### config.mk
export PLATFORM = sky130hd
export DESIGN_NAME = uart_rx_addr_filter
export DESIGN_NICKNAME = d
export VERILOG_FILES = /design/src/rtl/uart_rx_filter_pkg.sv /design/src/rtl/uart_rx_filter_dp.sv /design/src/rtl/uart_rx_filter_ctl.sv /design/src/rtl/uart_rx_addr_filter.sv
export SDC_FILE = /design/constraint.sdc
export NUM_CORES = 1
export LEC_CHECK = 0
export ABC_CLOCK_PERIOD_IN_PS = 2700
export BUFFER_PORTS_ARGS = -buffer_cell sky130_fd_sc_hd__buf_2
export CAP_MARGIN = 30
export CORE_AREA = 2 2 62 76
export DETAILED_ROUTE_END_ITERATION = 16
export DIE_AREA = 0 0 64 78
export HOLD_SLACK_MARGIN = 0.15
export MAX_ROUTING_LAYER = met4
export PLACE_DENSITY_LB_ADDON = 0.25
export SETUP_SLACK_MARGIN = 0.15
export SYNTH_ARGS = -nofsm -noshare
export SYNTH_HDL_FRONTEND = slang
export SYNTH_SLANG_ARGS = --single-unit
export TNS_END_PERCENT = 30
### constraint.sdc
create_clock -name clk -period 2.7 [get_ports clk]
set_input_delay 0.405 -clock clk [delete_from_list [all_inputs] [get_ports clk]]
set_output_delay 0.405 -clock clk [all_outputs]
set_load 0.03 [all_outputs]
### src/rtl/uart_rx_filter_pkg.sv
package uart_rx_filter_pkg;
  localparam int DATA_W = 8;

  typedef struct packed {
    logic loadData;
    logic setRx;
    logic setFe;
  } rxStrobes_t;
endpackage

### src/rtl/uart_rx_filter_dp.sv
module uart_rx_filter_dp
  import uart_rx_filter_pkg::*;
#(
  parameter int W = DATA_W
) (
  input  logic         clk,
  input  logic         rstN,
  input  logic [W-1:0] cfgWrData,
  input  logic         addrWrEn,
  input  logic         maskWrEn,
  input  logic [W-1:0] rxByte,
  input  rxStrobes_t   strobes,
  output logic         givenHit,
  output logic         bcastHit,
  output logic [W-1:0] rxData
);
  localparam logic [W-1:0] ZERO = '0;

  logic [W-1:0] addrReg;
  logic [W-1:0] maskReg;
  logic [W-1:0] bcastAddr;
  logic [W-1:0] givenBitOk;
  logic [W-1:0] bcastBitOk;

  always_ff @(posedge clk or negedge rstN) begin
    if (!rstN) begin
      addrReg <= ZERO;
      maskReg <= ZERO;
    end else begin
      if (addrWrEn) addrReg <= cfgWrData;
      if (maskWrEn) maskReg <= cfgWrData;
    end
  end

  assign bcastAddr = addrReg | maskReg;

  // Per-bit match terms: a position passes if it is don't-care or agrees.
  for (genvar i = 0; i < W; i++) begin : g_bit
    assign givenBitOk[i] = !maskReg[i] || (rxByte[i] == addrReg[i]);
    assign bcastBitOk[i] = !bcastAddr[i] || rxByte[i];
  end

  assign givenHit = &givenBitOk;
  assign bcastHit = &bcastBitOk;

  always_ff @(posedge clk or negedge rstN) begin
    if (!rstN)                rxData <= ZERO;
    else if (strobes.loadData) rxData <= rxByte;
  end

  // registers at zero accept any address through the given match
  p_reset_accepts_r1: assert property (@(posedge clk) disable iff (!rstN)
    ((addrReg == ZERO) && (maskReg == ZERO)) |-> givenHit);

  // a write lands in the register one cycle later
  p_addr_write_r11: assert property (@(posedge clk) disable iff (!rstN)
    addrWrEn |=> (addrReg == $past(cfgWrData)));

  // given match must imply equality under the mask
  p_given_match_r2: assert property (@(posedge clk) disable iff (!rstN)
    givenHit |-> ((rxByte & maskReg) == (addrReg & maskReg)));
endmodule

### src/rtl/uart_rx_filter_ctl.sv
module uart_rx_filter_ctl
  import uart_rx_filter_pkg::*;
(
  input  logic       clk,
  input  logic       rstN,
  input  logic       frameDone,
  input  logic       rxBit9,
  input  logic       stopBit,
  input  logic       multiProcEn,
  input  logic       errFlagEn,
  input  logic       modeBit0In,
  input  logic       rxFlagClr,
  input  logic       frameErrClr,
  input  logic       givenHit,
  input  logic       bcastHit,
  output rxStrobes_t strobes,
  output logic       rxFlag,
  output logic       frameErr,
  output logic       ctrlBit0
);
  logic addrOk;
  logic accept;

  assign addrOk = rxBit9 && (givenHit || bcastHit);
  assign accept = frameDone && (!multiProcEn || addrOk);

  always_comb begin
    strobes          = '0;
    strobes.loadData = accept;
    strobes.setRx    = accept;
    strobes.setFe    = frameDone && !stopBit;
  end

  always_ff @(posedge clk or negedge rstN) begin
    if (!rstN) begin
      rxFlag   <= 1'b0;
      frameErr <= 1'b0;
    end else begin
      if (strobes.setRx)  rxFlag <= 1'b1;
      else if (rxFlagClr) rxFlag <= 1'b0;
      if (strobes.setFe)    frameErr <= 1'b1;
      else if (frameErrClr) frameErr <= 1'b0;
    end
  end

  assign ctrlBit0 = errFlagEn ? frameErr : modeBit0In;


  p_fe_set_r4: assert property (@(posedge clk) disable iff (!rstN)
    (frameDone && !stopBit) |=> frameErr);

  p_fe_sticky_r5: assert property (@(posedge clk) disable iff (!rstN)
    (frameErr && !frameErrClr) |=> frameErr);

  p_ninth_zero_ignored_r8: assert property (@(posedge clk) disable iff (!rstN)
    (frameDone && multiProcEn && !rxBit9 && !rxFlag) |=> !rxFlag);

  p_plain_mode_r9: assert property (@(posedge clk) disable iff (!rstN)
    (frameDone && !multiProcEn) |=> rxFlag);

  p_rx_clear_r10: assert property (@(posedge clk) disable iff (!rstN)
    (rxFlagClr && !frameDone) |=> !rxFlag);

  p_mismatch_ignored_r7: assert property (@(posedge clk) disable iff (!rstN)
    (frameDone && multiProcEn && !givenHit && !bcastHit && !rxFlag) |=> !rxFlag);
endmodule

### src/rtl/uart_rx_addr_filter.sv
module uart_rx_addr_filter
  import uart_rx_filter_pkg::*;
(
  input  logic              clk,
  input  logic              rstN,
  input  logic [DATA_W-1:0] cfgWrData,
  input  logic              addrWrEn,
  input  logic              maskWrEn,
  input  logic              frameDone,
  input  logic [DATA_W-1:0] rxByte,
  input  logic              rxBit9,
  input  logic              stopBit,
  input  logic              multiProcEn,
  input  logic              errFlagEn,
  input  logic              modeBit0In,
  input  logic              rxFlagClr,
  input  logic              frameErrClr,
  output logic              rxFlag,
  output logic              frameErr,
  output logic [DATA_W-1:0] rxData,
  output logic              ctrlBit0
);
  rxStrobes_t strobes;
  logic       givenHit;
  logic       bcastHit;

  uart_rx_filter_dp #(.W(DATA_W)) u_dp (
    .clk(clk), .rstN(rstN), .cfgWrData(cfgWrData), .addrWrEn(addrWrEn),
    .maskWrEn(maskWrEn), .rxByte(rxByte), .strobes(strobes),
    .givenHit(givenHit), .bcastHit(bcastHit), .rxData(rxData)
  );

  uart_rx_filter_ctl u_ctl (
    .clk(clk), .rstN(rstN), .frameDone(frameDone), .rxBit9(rxBit9),
    .stopBit(stopBit), .multiProcEn(multiProcEn), .errFlagEn(errFlagEn),
    .modeBit0In(modeBit0In), .rxFlagClr(rxFlagClr), .frameErrClr(frameErrClr),
    .givenHit(givenHit), .bcastHit(bcastHit), .strobes(strobes),
    .rxFlag(rxFlag), .frameErr(frameErr), .ctrlBit0(ctrlBit0)
  );
endmodule

==> results.cfg <==
[yosys]
yosys.area.top_type = dfrtp_1
netlist_area_um2 = 1360
yosysWarningCount = 0
ys_seq_elements = 26
synth_edf_count = 0
async_flop_share_pct = 100
yosysTopAreaCellShare_pct = 47.9
netlist_instances = 118
synth-main-ff-cell = dfrtp_1
yosysMostFrequentCell = dfrtp_1
synth_cell_types = 21
synth_commonest_cells = dfrtp_1, mux2_2, a22oi_1
ys_top_cells_by_area = dfrtp_1, mux2_2, o211ai_2, a22oi_1, xor2_1
synth_area_per_cell_um2 = 11.5
ys_seq_area_share_pct = 47.9
syn_nets = 146

[critical_path]
cpPeakStageDelay_ns = 0.50
path_class = register to register
reg2reg_depth = 5
timing.rr.start = u_dp.addrReg[2]
crit_fanout = 9
cp_num_buf_inv = 0
reg2reg_slack_ns = 0.99
cp.arrival_ns = 1.91
critPathTopFamily = simple AND/OR/NAND/NOR gates
endpoint_kind = register
cp.depth = 5
cp-start-kind = register
reg2reg_to = u_dp.rxData[1]
path_cells = o21bai_1, o2111ai_1, or3_1, and2_4, o211ai_2
endpoint = u_dp.rxData[1]
crit_required_ns = 2.90
cp_slowest_cell = or3_1
crit_start = u_dp.addrReg[2]

[timing]
fin_crit_sh_pct = 63.2
tns_ns = 0
min_period_ns = 1.71
worst_slew_pin_slew_ns = 0.594
slew_headroom_pct = 60.3
fin_skew_ns = 0.00699
hold_viol = 0
setup_violations = 0
rsz0062_at_grt = false
fmax_mhz = 586
drv_slew = 0

[power_and_ir_drop]
power.leakage_nw = 0.733
ir_drop_v = 0.000238
powerDensity_nw_per_um2 = 630

[cts]
cts.path.max_buffers = 2
cts_setup_buffers = 0
numCtsBuffers = 3
root_buffer = clkbuf_8
htreeDepth = 1
cts_tree = yes
clk_latency_ns = 0.27
cts_sinks = 26
clk_pin_slew_ns = 0.09

[cells_and_area]
area_growth_pct = 20.2
final_net_count = 184
fillers = 427
seqCellArea_um2 = 651
n_antenna_cell = 0
final_cells = 210
fin_area_um2 = 1630
drive_gt1_share_pct = 44.2
multi_input_area_um2 = 654

[global_route]
track_usage_pct = 13.4
grt_start_max_net_pins = 27
grt_pass1_vias = 1150
grt_first_pass_wirelength_um = 5190
antenna_found_initial = 0
grt_overflow_total = 0

[floorplan]
die_x_um = 64
rows = 26
core_area_um2 = 4200
boundaryPins = 39
die_area_um2 = 4990
start_util_pct = 32.3
die_h_um = 78

[place]
post-place-cells = 206
place_congestion = 0.814
portBuffers = 38
detailed_place_hpwl_um = 2340
place_area_um2 = 1580

[route]
ant_nets = 0
drc_errors = 0
initialDrtViolationCount = 70
wl_um = 3020
num_vias = 1083
wl_per_cell_um = 14.4
dr.pass1.iters = 4
via_per_inst = 5.16

[run_status]
status = finished, final reports clean

[hold_path]
hp-class = input pin to register
hold_start = frameErrClr

[run]
cap_violations = 0
## sequential cells by signal (all words and copies together) (netlist names)
name,cells
u_ctl.frameErr,1
u_ctl.rxFlag,1
u_dp.addrReg,8
u_dp.maskReg,8
u_dp.rxData,8
## stage by stage
stage	power, mW	worst slack, ns	hold WS [ns]	utilization [%]
floorplan	0.718	1.07	0.109	-
CTS	1.04	0.948	0.301	38.9
detailed placement	0.822	0.868	0.446	37.7
global route	1.09	0.872	0.312	38.9
finish	1.03	0.994	0.308	38.9
global placement	0.814	0.910	0.428	37.7
## how the worst min path moves through the flow
stage / endpoint / slack [ns] / cells after the start
2_1_floorplan: u_ctl.frameErr / 0.11 / 0
3_3_place_gp: u_dp.rxData[2] / 0.43 / 1
3_5_place_dp: u_dp.rxData[2] / 0.45 / 1
4_1_cts: u_ctl.frameErr / 0.30 / 2
5_1_grt: u_ctl.frameErr / 0.31 / 2
6_report: u_ctl.frameErr / 0.31 / 2
## final cells by class
type / count / share of cell area [%]
Clock buffer: 3 / 2.53
Multi-Input combinational cell: 82 / 40.1
Inverter: 4 / 0.920
Sequential cell: 26 / 39.9
Tap cell: 56 / 4.29
Timing Repair Buffer: 39 / 12.3
## logic make-up (layout without fill, tap and decap cells)
| family | Yosys count | after routing | synth area share (%) |
|---|---|---|---|
| buf+inv | 10 | 46 | 3.87 |
| simple gates | 27 | 27 | 9.86 |
| xor+xnor | 8 | 8 | 5.16 |
| mux | 17 | 17 | 14.1 |
| flops | 26 | 26 | 47.9 |
| compound gates | 30 | 30 | 19.1 |
## metal layers
metal / track usage (%) / wire, µm
met3: 2.03 / 146
met4: 3.91 / 31
met1: 16.8 / 1380
met5: - / 0
met2: 22.1 / 1460
## cells in the final DEF (no fill, tap or decap)
master / synthesis / routed
o21ai_2: 1 / 1
nor2_1: 6 / 6
nand2_1: 9 / 9
o211ai_2: 8 / 8
buf_2: 0 / 38
and2_1: 1 / 1
or3_1: 1 / 1
dlygate4sd3_1: 0 / 1
xor2_1: 8 / 8
o2111ai_1: 1 / 1
dfrtp_1: 26 / 26
inv_1: 4 / 4
mux2_2: 17 / 17
o22ai_1: 3 / 3
and2_4: 1 / 1
clkbuf_8: 0 / 3
o21ai_1: 1 / 1
nand4_1: 9 / 9
a21oi_1: 1 / 1
a22oi_1: 12 / 12
o21bai_1: 3 / 3
## repair_timing
| item | CTS | global route |
|---|---|---|
| hold buffers | 1 | 0 |
| gates resized for setup | 0 | 0 |
| hold endpoints to repair | 23 | 0 |
## power breakdown
group	internal [mW]	switching [mW]	total, mW
registers	0.448	0.0504	0.498
clock network	0.100	0.118	0.218
logic	0.125	0.187	0.312
total	0.672	0.356	1.03
(Power assumes the default switching activity.)
